$ cat config.mk
export PLATFORM = sky130hd
export DESIGN_NAME = dsi_vid_timing
export DESIGN_NICKNAME = d
export VERILOG_FILES = /design/src/rtl/dsi_vtg_pkg.sv /design/src/rtl/vtg_cfg_reg.sv /design/src/rtl/vtg_hcount.sv /design/src/rtl/vtg_vcount.sv /design/src/rtl/dsi_vid_timing.sv
export SDC_FILE = /design/constraint.sdc
export NUM_CORES = 1
export LEC_CHECK = 0
export ABC_AREA = 1
export BUFFER_PORTS_ARGS = -buffer_cell sky130_fd_sc_hd__buf_2
export CORE_ASPECT_RATIO = 0.6
export CORE_UTILIZATION = 45
export CTS_BUF_LIST = sky130_fd_sc_hd__clkbuf_4
export CTS_CLUSTER_DIAMETER = 200
export CTS_CLUSTER_SIZE = 10
export DETAILED_ROUTE_END_ITERATION = 10
export GPL_TIMING_DRIVEN = 0
export PLACE_DENSITY = 0.63
export SKIP_CTS_REPAIR_TIMING = 1
export SYNTH_ARGS = -nofsm -noshare
export SYNTH_HDL_FRONTEND = slang
export SYNTH_HIERARCHICAL = 1
export SYNTH_SLANG_ARGS = --single-unit
export TNS_END_PERCENT = 100
$ cat constraint.sdc
create_clock -name clk_i -period 7.65 [get_ports clk_i]
set_clock_uncertainty 0.05 [all_clocks]
set_input_delay 1.1475 -clock clk_i [delete_from_list [all_inputs] [get_ports clk_i]]
set_output_delay 1.1475 -clock clk_i [all_outputs]
set_load 0.02 [all_outputs]
$ cat src/rtl/dsi_vtg_pkg.sv
package dsi_vtg_pkg;
  typedef enum logic [1:0] {HR_SYNC, HR_BACK, HR_ACT, HR_FRONT} h_region_e;
  typedef enum logic [1:0] {VR_SYNC, VR_BACK, VR_ACT, VR_FRONT} v_region_e;
  typedef enum logic [1:0] {
    MODE_SYNC_PULSE = 2'd0,
    MODE_SYNC_EVENT = 2'd1,
    MODE_BURST      = 2'd2
  } vid_mode_e;

  localparam int LP_W    = 6;
  localparam int LP_VSA  = 0;
  localparam int LP_VBP  = 1;
  localparam int LP_VFP  = 2;
  localparam int LP_VACT = 3;
  localparam int LP_HBP  = 4;
  localparam int LP_HFP  = 5;
endpackage

$ cat src/rtl/vtg_cfg_reg.sv
module vtg_cfg_reg #(
  parameter int W = 8
) (
  input  logic         clk_i,
  input  logic         rst_ni,
  input  logic         load_i,
  input  logic [W-1:0] d_i,
  output logic [W-1:0] q_o
);
  always_ff @(posedge clk_i or negedge rst_ni) begin
    if (!rst_ni)     q_o <= '0;
    else if (load_i) q_o <= d_i;
  end
endmodule

$ cat src/rtl/vtg_hcount.sv
module vtg_hcount
  import dsi_vtg_pkg::*;
#(
  parameter int HW = 12
) (
  input  logic          clk_i,
  input  logic          rst_ni,
  input  logic          adv_i,
  input  logic [HW-1:0] hsa_i,
  input  logic [HW-1:0] hbp_i,
  input  logic [HW-1:0] hact_i,
  input  logic [HW-1:0] hline_i,
  output logic [HW-1:0] cnt_o,
  output logic          line_end_o,
  output h_region_e     region_o
);
  localparam int SW = HW + 2;

  logic [SW-1:0] bnd_sync, bnd_back, bnd_act, cnt_w;

  assign bnd_sync   = SW'(hsa_i);
  assign bnd_back   = bnd_sync + SW'(hbp_i);
  assign bnd_act    = bnd_back + SW'(hact_i);
  assign cnt_w      = SW'(cnt_o);
  assign line_end_o = (cnt_o == hline_i - 1'b1);

  always_comb begin
    if (cnt_w < bnd_sync)      region_o = HR_SYNC;
    else if (cnt_w < bnd_back) region_o = HR_BACK;
    else if (cnt_w < bnd_act)  region_o = HR_ACT;
    else                       region_o = HR_FRONT;
  end

  always_ff @(posedge clk_i or negedge rst_ni) begin
    if (!rst_ni)        cnt_o <= '0;
    else if (!adv_i)    cnt_o <= '0;
    else if (line_end_o) cnt_o <= '0;
    else                cnt_o <= cnt_o + 1'b1;
  end

  AST_HCNT_BOUND: assert property (@(posedge clk_i) disable iff (!rst_ni)
    adv_i |-> (cnt_o < hline_i));
  AST_LINE_WRAP: assert property (@(posedge clk_i) disable iff (!rst_ni)
    (adv_i && line_end_o) |=> (cnt_o == '0));
endmodule

$ cat src/rtl/vtg_vcount.sv
module vtg_vcount
  import dsi_vtg_pkg::*;
#(
  parameter int VW = 11
) (
  input  logic            clk_i,
  input  logic            rst_ni,
  input  logic            clr_i,
  input  logic            step_i,
  input  logic [VW-1:0]   vsa_i,
  input  logic [VW-1:0]   vbp_i,
  input  logic [VW-1:0]   vact_i,
  input  logic [VW-1:0]   vfp_i,
  output logic [VW+1:0]   cnt_o,
  output logic            last_line_o,
  output v_region_e       region_o
);
  localparam int SW = VW + 2;

  logic [SW-1:0] bnd_sync, bnd_back, bnd_act, total;

  assign bnd_sync    = SW'(vsa_i);
  assign bnd_back    = bnd_sync + SW'(vbp_i);
  assign bnd_act     = bnd_back + SW'(vact_i);
  assign total       = bnd_act + SW'(vfp_i);
  assign last_line_o = (cnt_o == total - 1'b1);

  always_comb begin
    if (cnt_o < bnd_sync)      region_o = VR_SYNC;
    else if (cnt_o < bnd_back) region_o = VR_BACK;
    else if (cnt_o < bnd_act)  region_o = VR_ACT;
    else                       region_o = VR_FRONT;
  end

  always_ff @(posedge clk_i or negedge rst_ni) begin
    if (!rst_ni)          cnt_o <= '0;
    else if (clr_i)       cnt_o <= '0;
    else if (step_i)      cnt_o <= last_line_o ? '0 : cnt_o + 1'b1;
  end

  AST_VCNT_HOLD: assert property (@(posedge clk_i) disable iff (!rst_ni)
    (!clr_i && !step_i) |=> $stable(cnt_o));
endmodule

$ cat src/rtl/dsi_vid_timing.sv
module dsi_vid_timing
  import dsi_vtg_pkg::*;
#(
  parameter int HW = 12,
  parameter int VW = 11
) (
  input  logic            clk_i,
  input  logic            rst_ni,
  input  logic            en_i,
  input  logic [1:0]      mode_i,
  input  logic [LP_W-1:0] lp_mask_i,
  input  logic [HW-1:0]   hsa_i,
  input  logic [HW-1:0]   hbp_i,
  input  logic [HW-1:0]   hact_i,
  input  logic [HW-1:0]   hline_i,
  input  logic [VW-1:0]   vsa_i,
  input  logic [VW-1:0]   vbp_i,
  input  logic [VW-1:0]   vact_i,
  input  logic [VW-1:0]   vfp_i,
  output logic            sync_start_o,
  output logic            sync_end_o,
  output logic            blank_o,
  output logic            active_o,
  output logic            frame_end_o,
  output logic            lp_ok_o
);
  localparam int CFG_W = 2 + LP_W + 4 * HW + 4 * VW;

  logic              run_q, adv, line_end, last_line, frame_last, load;
  logic [CFG_W-1:0]  cfg_d, cfg_s;
  logic [1:0]        mode_s;
  logic [LP_W-1:0]   mask_s;
  logic [HW-1:0]     hsa_s, hbp_s, hact_s, hline_s, h_cnt;
  logic [VW-1:0]     vsa_s, vbp_s, vact_s, vfp_s;
  logic [VW+1:0]     v_cnt;
  h_region_e         h_reg;
  v_region_e         v_reg;
  logic              pulse_hsa, lp_raw;

  assign cfg_d = {mode_i, lp_mask_i, hsa_i, hbp_i, hact_i, hline_i,
                  vsa_i, vbp_i, vact_i, vfp_i};
  assign {mode_s, mask_s, hsa_s, hbp_s, hact_s, hline_s,
          vsa_s, vbp_s, vact_s, vfp_s} = cfg_s;

  always_ff @(posedge clk_i or negedge rst_ni) begin
    if (!rst_ni) run_q <= 1'b0;
    else         run_q <= en_i;
  end

  assign adv        = run_q & en_i;
  assign frame_last = line_end & last_line;
  // capture on the enabling edge and at every frame wrap
  assign load       = en_i & (~run_q | frame_last);

  vtg_cfg_reg #(.W(CFG_W)) u_cfg (
    .clk_i, .rst_ni, .load_i(load), .d_i(cfg_d), .q_o(cfg_s)
  );

  vtg_hcount #(.HW(HW)) u_h (
    .clk_i, .rst_ni, .adv_i(adv),
    .hsa_i(hsa_s), .hbp_i(hbp_s), .hact_i(hact_s), .hline_i(hline_s),
    .cnt_o(h_cnt), .line_end_o(line_end), .region_o(h_reg)
  );

  vtg_vcount #(.VW(VW)) u_v (
    .clk_i, .rst_ni, .clr_i(~adv), .step_i(line_end),
    .vsa_i(vsa_s), .vbp_i(vbp_s), .vact_i(vact_s), .vfp_i(vfp_s),
    .cnt_o(v_cnt), .last_line_o(last_line), .region_o(v_reg)
  );

  assign pulse_hsa = (mode_s == MODE_SYNC_PULSE) && (h_reg == HR_SYNC);

  always_comb begin
    lp_raw = 1'b0;
    if (!pulse_hsa) begin
      unique case (v_reg)
        VR_SYNC:  lp_raw = mask_s[LP_VSA];
        VR_BACK:  lp_raw = mask_s[LP_VBP];
        VR_FRONT: lp_raw = mask_s[LP_VFP];
        VR_ACT: begin
          unique case (h_reg)
            HR_SYNC, HR_BACK: lp_raw = mask_s[LP_VACT] & mask_s[LP_HBP];
            HR_FRONT:         lp_raw = mask_s[LP_VACT] & mask_s[LP_HFP];
            default:          lp_raw = 1'b0;
          endcase
        end
        default: lp_raw = 1'b0;
      endcase
    end
  end

  assign sync_start_o = run_q && (h_cnt == '0);
  assign sync_end_o   = run_q && (mode_s == MODE_SYNC_PULSE) && (h_cnt == hsa_s);
  assign active_o     = run_q && (v_reg == VR_ACT) && (h_reg == HR_ACT);
  assign blank_o      = run_q && !active_o;
  assign frame_end_o  = run_q && frame_last;
  assign lp_ok_o      = run_q && lp_raw;

  AST_IDLE_QUIET: assert property (@(posedge clk_i) disable iff (!rst_ni)
    !run_q |-> !(sync_start_o | sync_end_o | blank_o | active_o | frame_end_o | lp_ok_o));
  AST_SYNC_END_MODE: assert property (@(posedge clk_i) disable iff (!rst_ni)
    sync_end_o |-> (mode_s == 2'd0));
  AST_FRAME_RESTART: assert property (@(posedge clk_i) disable iff (!rst_ni)
    (frame_end_o && en_i) |=> (sync_start_o && v_cnt == '0));
  AST_ACT_NOT_LP: assert property (@(posedge clk_i) disable iff (!rst_ni)
    active_o |-> !lp_ok_o);
  AST_CFG_FROZEN: assert property (@(posedge clk_i) disable iff (!rst_ni)
    (run_q && en_i && !frame_last) |=> $stable(cfg_s));
endmodule

Word level (Yosys, flattened, before mapping). Cells that the tools add are included.

Add/sub/neg operators: 9. Multiply operators: 0. Divide/modulo/power cells: 0. $lt $le $gt $ge: 6. Equality and inequality tests: 10. Shifts and indexed selects: 0. Multiplexer cells: 14. Bitwise gates (word level): 7. Reductions and logical operators: 15.

Operator list (number): $mux W13 (3); $lt A12 B14 Y1 (2); $add A13 B11 Y13 (2); $lt A13 B13 Y1 (2); $eq A12 B12 Y1 (2); $mux W12 (2); $add A14 B12 Y14 (1); $add A12 B12 Y13 (1); $add A13 B1 Y13 const B (1); $eq A13 B13 Y1 (1); $lt A13 B11 Y1 (1); $sub A13 B1 Y13 const B (1); $add A11 B11 Y12 (1); $add A12 B1 Y12 const B (1); $logic_not A12 Y1 (1); $lt A12 B12 Y1 (1); $sub A12 B1 Y12 const B (1); $logic_and A1 B1 Y1 (9); $eq A2 B2 Y1 const B (4); $mux W2 (4); $logic_not A2 Y1 (3); $and A1 B1 Y1 (5); $eq A2 B1 Y1 const B (2); $pmux W1 S4 (1); other kinds (7) (9).

Bits in registers: 126. Latch bits: 0. RAM bits: 0. Bits in read-only memories: 0. Word-level logic and storage cells: 65. Memories: 0.

Longest topological paths before layout. Gate-level depths: netlist of the first run.

Depth after elaboration: 12. Gate-level depth with buffers: 39.

Cells and area by module. Netlist of the first run, hierarchy kept.

Modules (own cells, without submodules): vtg_cfg_reg (times used 1, cells each 422, area an instance 3802.4 µm², sequential area each 2502.4 µm²); vtg_vcount (times used 1, cells each 634, area an instance 3761.1 µm², sequential area each 325.3 µm²); vtg_hcount (times used 1, cells each 514, area an instance 3179.3 µm², sequential area each 300.3 µm²); dsi_vid_timing (times used 1, cells each 87, area an instance 419.2 µm², sequential area each 25.0 µm²).

Least setup slack after synthesis of the first run. No wires, ideal clock.

Path kind: reg2out. Start point: reg u_cfg.q_o[33]. End point: out frame_end_o. Arrival: 4.329 ns. Required time: 6.452 ns. Setup slack: 2.124 ns. Cell stages (with the launch flop): 29. Path buffers: 0. Cell sequence: dfrtp_1 > ha_1 > inv_1 > fa_1 > nor3_1 > nor2_1 > o21ai_0 > xor2_1 > inv_1 > ha_1 > nand2_1 > inv_1 > a21oi_1 > nand3_1 > nand2_1 > nand2_1 > or2_2 > nand2_1 > ha_1 > a21o_1 > a21boi_0 > nand3_1 > nand2_1 > nand2_1 > nand3_1 > nand3_1 > nor2_1 > nand2_1 > nor2_1.

Word-level cells in the longest chain between the ends: 7.

Ends and longest elaborated chain: start: declaration (RTL line vtg_cfg_reg.sv:8) `output logic [W-1:0] q_o`; start signal: assignment (RTL line vtg_cfg_reg.sv:12) `else if (load_i) q_o <= d_i;`; $add A11 B11 Y12 (RTL line vtg_vcount.sv:23) `assign bnd_back = bnd_sync + SW'(vbp_i);`; $add A13 B11 Y13 (RTL line vtg_vcount.sv:24) `assign bnd_act = bnd_back + SW'(vact_i);`; $add A13 B11 Y13 (RTL line vtg_vcount.sv:25) `assign total = bnd_act + SW'(vfp_i);`; $sub A13 B1 Y13 (RTL line vtg_vcount.sv:26) `assign last_line_o = (cnt_o == total - 1'b1);`; $eq A13 B13 Y1 (RTL line vtg_vcount.sv:26); via last_line (RTL line dsi_vid_timing.sv:29) `logic run_q, adv, line_end, last_line, frame_last, load;`; $and A1 B1 Y1 (RTL line dsi_vid_timing.sv:51) `assign frame_last = line_end & last_line;`; $logic_and A1 B1 Y1 (RTL line dsi_vid_timing.sv:96) `assign frame_end_o = run_q && frame_last;`; end: declaration (RTL line dsi_vid_timing.sv:24) `output logic frame_end_o,`.

The timed path passes the listed nets, and every way through them passes these cells.

Worst setup path in the final report of the first run.
Start point: reg u_cfg.q_o[80]. End point: out lp_ok_o.

Word-level cells in the longest chain between the ends: 12.

Ends and longest elaborated chain: $add A12 B12 Y13 (RTL line vtg_hcount.sv:22) `assign bnd_back = bnd_sync + SW'(hbp_i);`; $add A14 B12 Y14 (RTL line vtg_hcount.sv:23) `assign bnd_act = bnd_back + SW'(hact_i);`; $lt A12 B14 Y1 (RTL line vtg_hcount.sv:30) `else if (cnt_w < bnd_act) region_o = HR_ACT;`; $mux W1 (RTL line vtg_hcount.sv:30); $mux W2 (RTL line vtg_hcount.sv:29) `else if (cnt_w < bnd_back) region_o = HR_BACK;`; $mux W2 * (RTL line vtg_hcount.sv:28) `if (cnt_w < bnd_sync) region_o = HR_SYNC;`; via h_reg[0] (RTL line dsi_vid_timing.sv:36) `h_region_e h_reg;`; $eq A2 B1 Y1 / $logic_not A2 Y1 (equally long branches) (RTL line dsi_vid_timing.sv:81, dsi_vid_timing.sv:71); $reduce_or A2 Y1 (RTL line dsi_vid_timing.sv:81) `unique case (h_reg)`; $pmux W1 S2 (RTL line dsi_vid_timing.sv:81); $pmux W1 S4 (RTL line dsi_vid_timing.sv:76) `unique case (v_reg)`; $mux W1 * (RTL line dsi_vid_timing.sv:75) `if (!pulse_hsa) begin`; $logic_and A1 B1 Y1 * (RTL line dsi_vid_timing.sv:97) `assign lp_ok_o = run_q && lp_raw;`; end: declaration (RTL line dsi_vid_timing.sv:25) `output logic lp_ok_o`.

The timed path passes the listed nets; every way through them passes the cells marked *.

==> run metrics, run 1 <==
run status=complete, no violations; Final Util=0.5122; max-cap viol count=0; Fillers=~2500; Congestion Overflow GR=0; RePlAce Congestion=0.9236; fin. max-slew vios=0; mapped cell area=0.01116 sq mm; largest net degree at the start of global routing=67; number of I/O pins=between 100 and 150; Final Hold Vio Count=0; HP Class=in -> async; number of global-route vias before repair=between 9000 and 10000; input/output buffers=108; CP arrival=6.01 ns; switching share of power=0.5098; DP HPWL=25150 um; Via-to-Cell Ratio=4.944; Routed WL=31320 um; Routed Antenna Nets=0; initial core utilization=0.4598; CTS tree=built; Top FF cell, synth=dfrtp_1; Post-Synthesis Cells=1657; Core ar.=roughly 0.024 sq mm; Leak=7.177 nW; Synth Area per Inst=6.736 sq um; CTS root buf=clkbuf_4; Tightest Pin Transition=0.6158 ns; layout cells sized above 1=0.1118; DR iter-0 viols=808; clock buffer depth=2; Post-synth ARST share=1.000; Pwr Density=between 300 and 400 mW/mm^2; FMAX=0.1388 GHz; worst r2r dst=u_cfg/q_o[78]; crit path kind=reg -> out; CP endpoint kind=primary output; sequential share of power=0.215; crit path max-delay cell type=dfrtp_1; Period Utilization, post-route=0.9420; Clk pwr share=0.135; CP bufs+invs=4; Die Y=124.0 um; TritonCTS Buffers=17; DR pass1 iterations=5; Final Critical Period=7.206 ns; crit path launch type=register; P_int=1.830 mW; H-Tree Depth=4; Mapped Nets=1902; RSZ-0062 raised after global routing=false; worst reg2reg path depth=31; via count=10490; Clk Latency, worst-skew pair=0.62 ns; cell mode on critical path=nand2_1; post-synthesis sequential area ratio=0.2825; first-pass GRT wire length=50190 um; YS warnings=6; Max VDD drop=0.0001987 V; Syn-to-layout area delta=11.40%; relative slew slack=0.5895; Die X=205.3 um; setup tns final=0 ns; Std-Cell Rows=44; routed len/inst=roughly 15 um; # clock sinks=roughly 130; Cell variety after synth=44; Residual DRC=0; gr usage total=0.2593; Largest delay share family, worst path=compound AO/OA/AOI/OAI gates; Critical Path Fanout Max=5; CP max stage delay=0.56 ns; CP required=~6.5 ns; Reg clk slew, reported paths=0.13 ns; count of nets after finishing=2030; # setup viols final=0; full die area=0.02546 sq mm; Switch Pwr=about 1.9 mW; FF-to-FF Start=u_cfg/q_o[33]; reg2reg setup slack=1.73 ns; combinational share of power=0.651; antenna violations before repair=0; #FFs+latches synth=126; Post-synth EDFFs=0
[worst register-to-register path, delay by kind of cell, from the launching register on]
family	cells	cell delay [ns]
buffers and inverters	6	0.80
XOR/XNOR	2	0.44
flip-flops	1	0.43
AND/OR/NAND/NOR	15	1.96
adder cells (fa/ha/maj)	5	1.58
AO/OA/AOI/OAI	3	0.60
[cells by family (layout without fill, tap and decap cells)]
kind of cell,count (synthesis),in the layout,share of synthesized area
and+or+nand+nor,930,930,0.3413
buffers and inverters,261,402,0.09663
adders and majority gates,142,142,0.1625
AOI/OAI and AO/OA,139,139,0.07073
DFF,126,126,0.2825
xor gates and xnor gates,59,59,0.04630
other,0,1,0
[area by class of cell]
type | instances | area (sq um) | share of cell area
clock inverter | 14 | 157.7 | 0.01268
inverter | 238 | 893.4 | 0.07185
tap | 322 | 402.9 | 0.03240
antenna | 1 | 2.502 | 0.0002012
sequential | 126 | 3153 | 0.2536
clock buffer | 18 | 135.1 | 0.01087
buffer | 23 | 185.2 | 0.01489
multi-input combinational | 1270 | 6930 | 0.5574
timing repair buffer | 109 | 574.3 | 0.04619
[power by group through the flow]
stage,Combinational (mW),Sequential (mW),Clock (mW)
after floorplan,1.85,0.785,0
after global placement,2.32,0.812,0
after detailed placement,2.37,0.813,0
after CTS,2.39,0.801,0.521
after global routing,2.79,0.811,0.552
final,2.43,0.801,0.503
[layout by cell type, fill, tap and decap left out, types with 24 or more instances in the layout]
master   instances
nor2_1         109
dfrtp_1        126
ha_1           137
nand2_1        673
nand3_1         75
a21oi_1         73
inv_1          230
buf_2          117
xor2_1          39
o21ai_0         24
[sequential cells by signal (all words and copies together), names as in the netlist]
register	cells
run_q	1
u_cfg/q_o	100
u_h/cnt_o	12
u_v/cnt_o	13
[metrics by stage]
stage	instance area, sq um	instances	hold WS [ns]	total power [mW]	worst slack [ns]
after global routing	12430	2120	0.4427	4.149	0.008882
after detailed placement	12140	2088	0.4089	3.188	1.215
after floorplan	11160	1657	0.3885	2.640	2.124
final	12430	2121	0.4310	3.732	0.4437
after CTS	12430	2120	0.4093	3.711	0.4623
after global placement	12110	2087	0.4068	3.134	1.199
[worst max-delay path by stage]
stage / start / endpoint / slack [ns] / cells past startpoint
floorplan: u_cfg/q_o[33] / frame_end_o / 2.12 / 28
finish: u_cfg/q_o[80] / lp_ok_o / 0.44 / 28
global placement: u_cfg/q_o[80] / lp_ok_o / 1.20 / 28
global route: u_cfg/q_o[80] / lp_ok_o / 0.009 / 28
CTS: u_cfg/q_o[80] / lp_ok_o / 0.46 / 28
detailed placement: u_cfg/q_o[80] / lp_ok_o / 1.22 / 28
[cell usage after synthesis, types with 3 or more instances]
| library cell | count | area (sq um) |
|---|---|---|
| nand2_2 | 8 | 50.05 |
| ha_1 | 137 | 1714 |
| a21o_1 | 10 | 75.07 |
| o21ai_1 | 4 | 20.02 |
| nor2_4 | 3 | 33.78 |
| nor3_1 | 20 | 100.1 |
| fa_1 | 5 | 100.1 |
| o211ai_1 | 3 | 22.52 |
| o21ai_0 | 25 | 125.1 |
| inv_1 | 230 | 863.3 |
| nand3_1 | 75 | 375.4 |
| xor2_1 | 39 | 341.6 |
| buf_6 | 11 | 123.9 |
| nor2_1 | 109 | 409.1 |
| nand3_2 | 3 | 30.03 |
| nand3b_1 | 9 | 67.56 |
| a31oi_1 | 3 | 18.77 |
| nor2_2 | 8 | 50.05 |
| nand2_1 | 673 | 2526 |
| nand4_1 | 15 | 93.84 |
| buf_2 | 10 | 50.05 |
| xnor2_1 | 20 | 175.2 |
| dfrtp_1 | 126 | 3153 |
| o21bai_1 | 5 | 37.54 |
| a21boi_0 | 4 | 30.03 |
| inv_2 | 6 | 22.52 |
| a21oi_1 | 73 | 365.4 |
[metal layers]
metal / track usage / share of wire / vias to the layer above
met2: 0.3338 / 0.36 / 320
met4: 0.04954 / 0.0088 / 0
met3: 0.05207 / 0.073 / 20
met5: 0 / 0 / -
met1: 0.4274 / 0.56 / 4687
li1: - / - / 5459
No activity file was read; power rests on OpenSTA's default activity.
==> run 2, diff against run 1 <==
--- a/config.mk
+++ b/config.mk
@@ -8,13 +8,13 @@
 export ABC_AREA = 1
 export BUFFER_PORTS_ARGS = -buffer_cell sky130_fd_sc_hd__buf_2
 export CORE_ASPECT_RATIO = 0.6
-export CORE_UTILIZATION = 45
+export CORE_UTILIZATION = 65
 export CTS_BUF_LIST = sky130_fd_sc_hd__clkbuf_4
 export CTS_CLUSTER_DIAMETER = 200
 export CTS_CLUSTER_SIZE = 10
 export DETAILED_ROUTE_END_ITERATION = 10
 export GPL_TIMING_DRIVEN = 0
-export PLACE_DENSITY = 0.63
+export PLACE_DENSITY = 0.86
 export SKIP_CTS_REPAIR_TIMING = 1
 export SYNTH_ARGS = -nofsm -noshare
 export SYNTH_HDL_FRONTEND = slang
==> run 2 against run 1 <==
  * Routed wire length down 4.0%
  * Non-clock buffer count unchanged
  * Clock power down 14%
  * Register-to-register slack worse by 0.03 ns
  * Via count up 5.0%
  * Design area down 1.4%
  * Global-route usage up 10 points
  * Sequential power about the same
  * Worst hold slack better by 0.0047 ns
  * First-iteration DRC count up 36%
  * Largest power group unchanged
==> run metrics, run 2 (synthesis gave the netlist of run 1 again) <==
setup tns final=0 ns (unchanged); clock buffer depth=2 (unchanged); Via-to-Cell Ratio=5.439 (+10%); Hold WS=0.4357 ns (+0.004691 ns); via count=11010 (+5.0%); commonest cells after routing, fill and taps aside=nand2_1 (673), inv_1 (230), ha_1 (137), dfrtp_1 (126), buf_2 (117); Largest regs=u_cfg/q_o x100, u_v/cnt_o x13, u_h/cnt_o x12; number of I/O pins=109 (unchanged); Final Critical Period=7.274 ns (+0.06741 ns); Std-Cell Rows=36 (-18%); Final Hold Vio Count=0 (unchanged); count of nets after finishing=2030 (unchanged); fin. max-slew vios=0 (unchanged); Clk Latency, worst-skew pair=0.58 ns (-0.04 ns); dpl ws=1.219 ns (+0.003530 ns); Power, Total=3.681 mW (-1.4%); Die Y=103.5 um (-17%); Critical Path Fanout Max=5 (unchanged); Congestion Overflow GR=0 (unchanged); full die area=0.01772 sq mm (-30%); routed len/inst=14.86 um (+0.60%); FMAX=0.1375 GHz (-0.93%); Die X=171.2 um (-17%); Largest Register=u_cfg/q_o; # setup viols final=0 (unchanged); antenna violations before repair=0 (unchanged); HP Class=reg -> reg; H-Tree Depth=4 (unchanged); Period Utilization, post-route=0.9508 (+0.008811); Routed WL=30080 um (-4.0%); DR iter-0 viols=1102 (+36%); Core ar.=0.01649 sq mm (-32%); Syn-to-layout area delta=9.819%; # clock sinks=126 (unchanged); Max VDD drop=0.0002267 V (+14%); initial core utilization=0.6771 (+0.2173); run status=complete, no violations; CP max stage delay=0.52 ns (-0.04 ns); crit path kind=reg -> out; max reg flops=100 (unchanged); number of global-route vias before repair=10150 (+7.0%); crit path max-delay cell type=dfrtp_1; largest net degree at the start of global routing=76 (+13%); CP required=6.45 ns (about the same); cell mode on critical path=nand2_1; PnR worst setup slack=0.3763 ns (-0.06741 ns); gr usage total=0.3602 (+0.1009); Reg clk slew, reported paths=0.12 ns (about the same); layout cells sized above 1=0.1107 (-0.001051); first-pass GRT wire length=49650 um (-1.1%); DR pass1 iterations=5 (unchanged); Antenna Cells=0 (-1); commonest non-fill, non-tap cell in the layout=nand2_1; Routed Antenna Nets=0 (unchanged); CP endpoint kind=primary output; CTS tree=built; CP arrival=6.08 ns (+0.07 ns); CTS root buf=clkbuf_4; Tightest Pin Transition=0.6579 ns (+0.04216 ns); Residual DRC=0 (unchanged); RePlAce Congestion=0.9459 (+2.4%); Pwr Density=300.3 mW/mm^2 (about the same); crit path launch type=register; max-cap viol count=0 (unchanged); DP HPWL=24340 um (-3.2%); Leak=7.174 nW (about the same); input/output buffers=108 (unchanged); TritonCTS Buffers=17 (unchanged); relative slew slack=0.5582 (-0.03126); RSZ-0062 raised after global routing=false
## run 2: cell count changes in the layout (fill, tap and decap cells not counted), moves of 4 or more
cell	delta
clkbuf_4	+4
inv_6	-4
clkinv_2	+5
clkinvlp_4	-4
## run 2: area by class of cell
type	count	area [sq um]
plain buffers	23	185.2
clock buffers	22	165.2
clock inverters	9	71.32
fillers	1414	4228
inverters	238	893.4
multi-input cells	1270	6930
flip-flops and latches	126	3153
well taps	228	285.3
repair buffers	109	574.3
## run 2: critical path, delay by kind of cell, from the launching register on
kind                     cells  cell delay (ns)
AO/OA/AOI/OAI                5             1.43
XOR/XNOR                     2             0.64
adder cells (fa/ha/maj)      4             1.31
buffers and inverters        4             0.42
flip-flops                   1             0.52
AND/OR/NAND/NOR             13             1.16
## run 2: path summary, 6_finish.rpt
kind	from	to	slack, ns	cells after the start
max reg2reg	u_cfg/q_o[35]	u_cfg/q_o[91]	1.70	30
min reg2reg	u_cfg/q_o[10]	u_cfg/q_o[10]	0.44	2
max in group asynchronous	rst_ni	u_cfg/q_o[40]	6.36	2
max	u_cfg/q_o[80]	lp_ok_o	0.38	28
min in group asynchronous	rst_ni	u_cfg/q_o[2]	0.45	1
min	u_cfg/q_o[10]	u_cfg/q_o[10]	0.44	2
## run 2: metal layers
metal | wire [um] | up-vias | track usage
met2 | 11270 | 506 | 0.4872
met5 | 0 | - | 0
met1 | 15020 | 5007 | 0.5645
met4 | 369 | 0 | 0.07908
li1 | - | 5460 | -
met3 | 3415 | 40 | 0.09362
## run 2: per-stage QoR
stage                     instance area (sq um)    util  instances
after global placement                    11990  0.7272       1993
after detailed placement                  12020  0.7292       1994
after global routing                      12260  0.7435       2025
final                                     12260  0.7435       2025
after floorplan                           11160       -       1657
after CTS                                 12260  0.7435       2025
## run 2: where the power goes
group	total [mW]	switching [mW]	internal, mW	leakage [nW]
Sequential	0.799	0.0672	0.732	1.60
Combinational	2.45	1.55	0.901	5.44
Clock	0.435	0.262	0.173	0.141
Total	3.68	1.88	1.81	7.17
==> run 3, diff against run 2 <==
--- a/config.mk
+++ b/config.mk
@@ -14,6 +14,7 @@
 export CTS_CLUSTER_SIZE = 10
 export DETAILED_ROUTE_END_ITERATION = 10
 export GPL_TIMING_DRIVEN = 0
+export MAX_ROUTING_LAYER = met4
 export PLACE_DENSITY = 0.86
 export SKIP_CTS_REPAIR_TIMING = 1
 export SYNTH_ARGS = -nofsm -noshare
==> run 3 against run 2 <==
  * Clock power is 11% higher
  * First-iteration DRC count is 5.4% lower
  * Routed wire length is 1.9% higher
  * Count of clock-buffer cells in the layout is 3 lower
  * Critical path depth is 2 lower
  * Register-to-register slack better by 0.11 ns
  * Sequential share of layout area is 0.063 points lower
  * Die area stayed put
  * Non-clock buffer count stayed put
  * Worst hold slack worse by 0.047 ns
  * Sequential power hardly changed
  * Combinational power hardly changed
  * Largest power group unchanged
  * Highest routed layer unchanged
==> run metrics, run 3 (synthesis gave the netlist of run 1 again) <==
FF-to-FF Start=u_cfg/q_o[33]; crit path kind=reg -> out; reg2reg setup slack=1.81 ns (+0.11 ns); relative slew slack=0.6126 (+0.05437); Hold WS=0.3889 ns (-0.04682 ns); placed cells=1994 (unchanged); fin cells=2023 (-0.099%); DR iter-0 viols=1043 (-5.4%); TritonCTS Buffers=17 (unchanged); H-Tree Depth=4 (unchanged); HP Class=in -> async; Clk Latency, worst-skew pair=0.57 ns (about the same); Leak=7.172 nW (about the same); FMAX=0.1417 GHz (+3.1%); Die Y=103.5 um (unchanged); worst r2r dst=u_cfg/q_o[80]; Period Utilization, post-route=0.9222 (-0.02859); Pwr Density=305.2 mW/mm^2 (+1.6%); commonest cells after routing, fill and taps aside=nand2_1 (673), inv_1 (230), ha_1 (137), dfrtp_1 (126), buf_2 (117); grt met2 use=0.4800 (-0.007259); RSZ-0062 raised after global routing=false; count of nets after finishing=2030 (unchanged); Routed Antenna Nets=0 (unchanged); layout cells sized above 1=0.1075 (-0.003219); largest net degree at the start of global routing=95 (+25%); input/output buffers=108 (unchanged); gr usage total=0.3719 (+0.01173); fin. max-slew vios=0 (unchanged); clock buffer depth=2 (unchanged); via count=10940 (-0.70%); CTS root buf=clkbuf_4; # setup viols final=0 (unchanged); Syn-to-layout area delta=10.09%; max-cap viol count=0 (unchanged); CP arrival=5.86 ns (-0.22 ns); antenna violations before repair=0 (unchanged); crit path launch type=register; Critical Path Fanout Max=5 (unchanged); CP endpoint kind=primary output; DP HPWL=24640 um (+1.2%); Largest regs=u_cfg/q_o x100, u_v/cnt_o x13, u_h/cnt_o x12; Core ar.=0.01649 sq mm (unchanged); Max VDD drop=0.0002165 V (-4.5%); initial core utilization=0.6771 (unchanged); Std-Cell Rows=36 (unchanged); Final Critical Period=7.055 ns (-0.2187 ns); number of I/O pins=109 (unchanged); Antenna Cells=0 (unchanged); full die area=0.01772 sq mm (unchanged); routed len/inst=15.16 um (+2.0%); DR pass1 iterations=7 (+2); DP Area=0.01202 sq mm (unchanged); Via-to-Cell Ratio=5.406 (-0.60%); Largest Register=u_cfg/q_o; CP required=6.45 ns (about the same); # clock sinks=126 (unchanged); max reg flops=100 (unchanged); global routing met1 resource utilization=0.5720 (+0.007534); Die X=171.2 um (unchanged); Power, Total=3.751 mW (+1.9%); Reg clk slew, reported paths=0.13 ns (about the same); Top Usage Layer GRT=met1; first-pass GRT wire length=49470 um (-0.35%); Residual DRC=0 (unchanged); Tightest Pin Transition=0.5811 ns (-0.07682 ns); run status=complete, no violations; worst reg2reg path depth=31 (+3.3%); CTS tree=built; Congestion Overflow GR=0 (unchanged); fin area=0.01229 sq mm (+0.24%); RePlAce Congestion=0.9637 (+1.9%); met3 Use GR=0.1016 (+0.008024); setup tns final=0 ns (unchanged); Final Hold Vio Count=0 (unchanged); commonest non-fill, non-tap cell in the layout=nand2_1; number of global-route vias before repair=9936 (-2.1%); Routed WL=30670 um (+1.9%)
==> run 3: cell types whose count changed in the layout (fill, tap and decap cells not counted), sizes merged <==
cell	before	now
clkinv	9	7
clkinvlp	1	2
bufinv	1	3
clkbuf	23	20
==> run 3: routing by layer <==
metal  wire (um)  up-vias
met5           0        -
met4         244        0
met3        3482       23
met2       11710      547
met1       15230     4924
li1            -     5442
==> run 3: cell type report <==
class / instances / area [sq um]
Buffer: 23 / 185.2
Clock buffer: 19 / 142.6
Clock inverter: 10 / 123.9
Fill cell: 1408 / 4198
Inverter: 238 / 893.4
Multi-Input combinational cell: 1270 / 6930
Sequential cell: 126 / 3153
Tap cell: 228 / 285.3
Timing Repair Buffer: 109 / 574.3
==> run 3: worst max-delay path by stage <==
stage	startpoint	to	slack, ns	cells past startpoint
6_report	u_cfg/q_o[82]	lp_ok_o	0.60	26
5_1_grt	u_cfg/q_o[80]	lp_ok_o	0.22	28
4_1_cts	u_cfg/q_o[80]	lp_ok_o	0.67	28
3_5_place_dp	u_cfg/q_o[80]	lp_ok_o	1.34	28
3_3_place_gp	u_cfg/q_o[80]	lp_ok_o	1.43	28
2_1_floorplan	u_cfg/q_o[33]	frame_end_o	2.12	28
==> run 3: report_power, final <==
part           switching [mW]  internal, mW
registers              0.0679         0.732
logic                    1.57         0.899
clock network           0.261         0.223
==> run 3: metrics by stage <==
step	setup WS, ns	util
after detailed placement	1.344	0.7292
after floorplan	2.124	-
final	0.5950	0.7454
after global routing	0.2180	0.7454
after global placement	1.427	0.7272
after CTS	0.6743	0.7454
==> run 3: critical path: stages (launching register included) <==
cell and delay, ns:
dfrtp_1 0.48, ha_1 0.41, nand2_1 0.10, nand2_1 0.06, o21bai_1 0.19, xor2_1 0.48
inv_1 0.10, ha_1 0.36, a21oi_1 0.17, nand2_1 0.15, a21oi_1 0.25, o21ai_0 0.21
xnor2_1 0.18, ha_1 0.28, inv_1 0.05, nor3_1 0.20, nand2_1 0.09, nand2_1 0.09
nand2_1 0.05, nand2_1 0.06, nand2_1 0.07, a21oi_1 0.47, o21ai_1 0.15, nor2_1 0.10
nand2_1 0.08, a21oi_1 0.23, buf_2 0.21
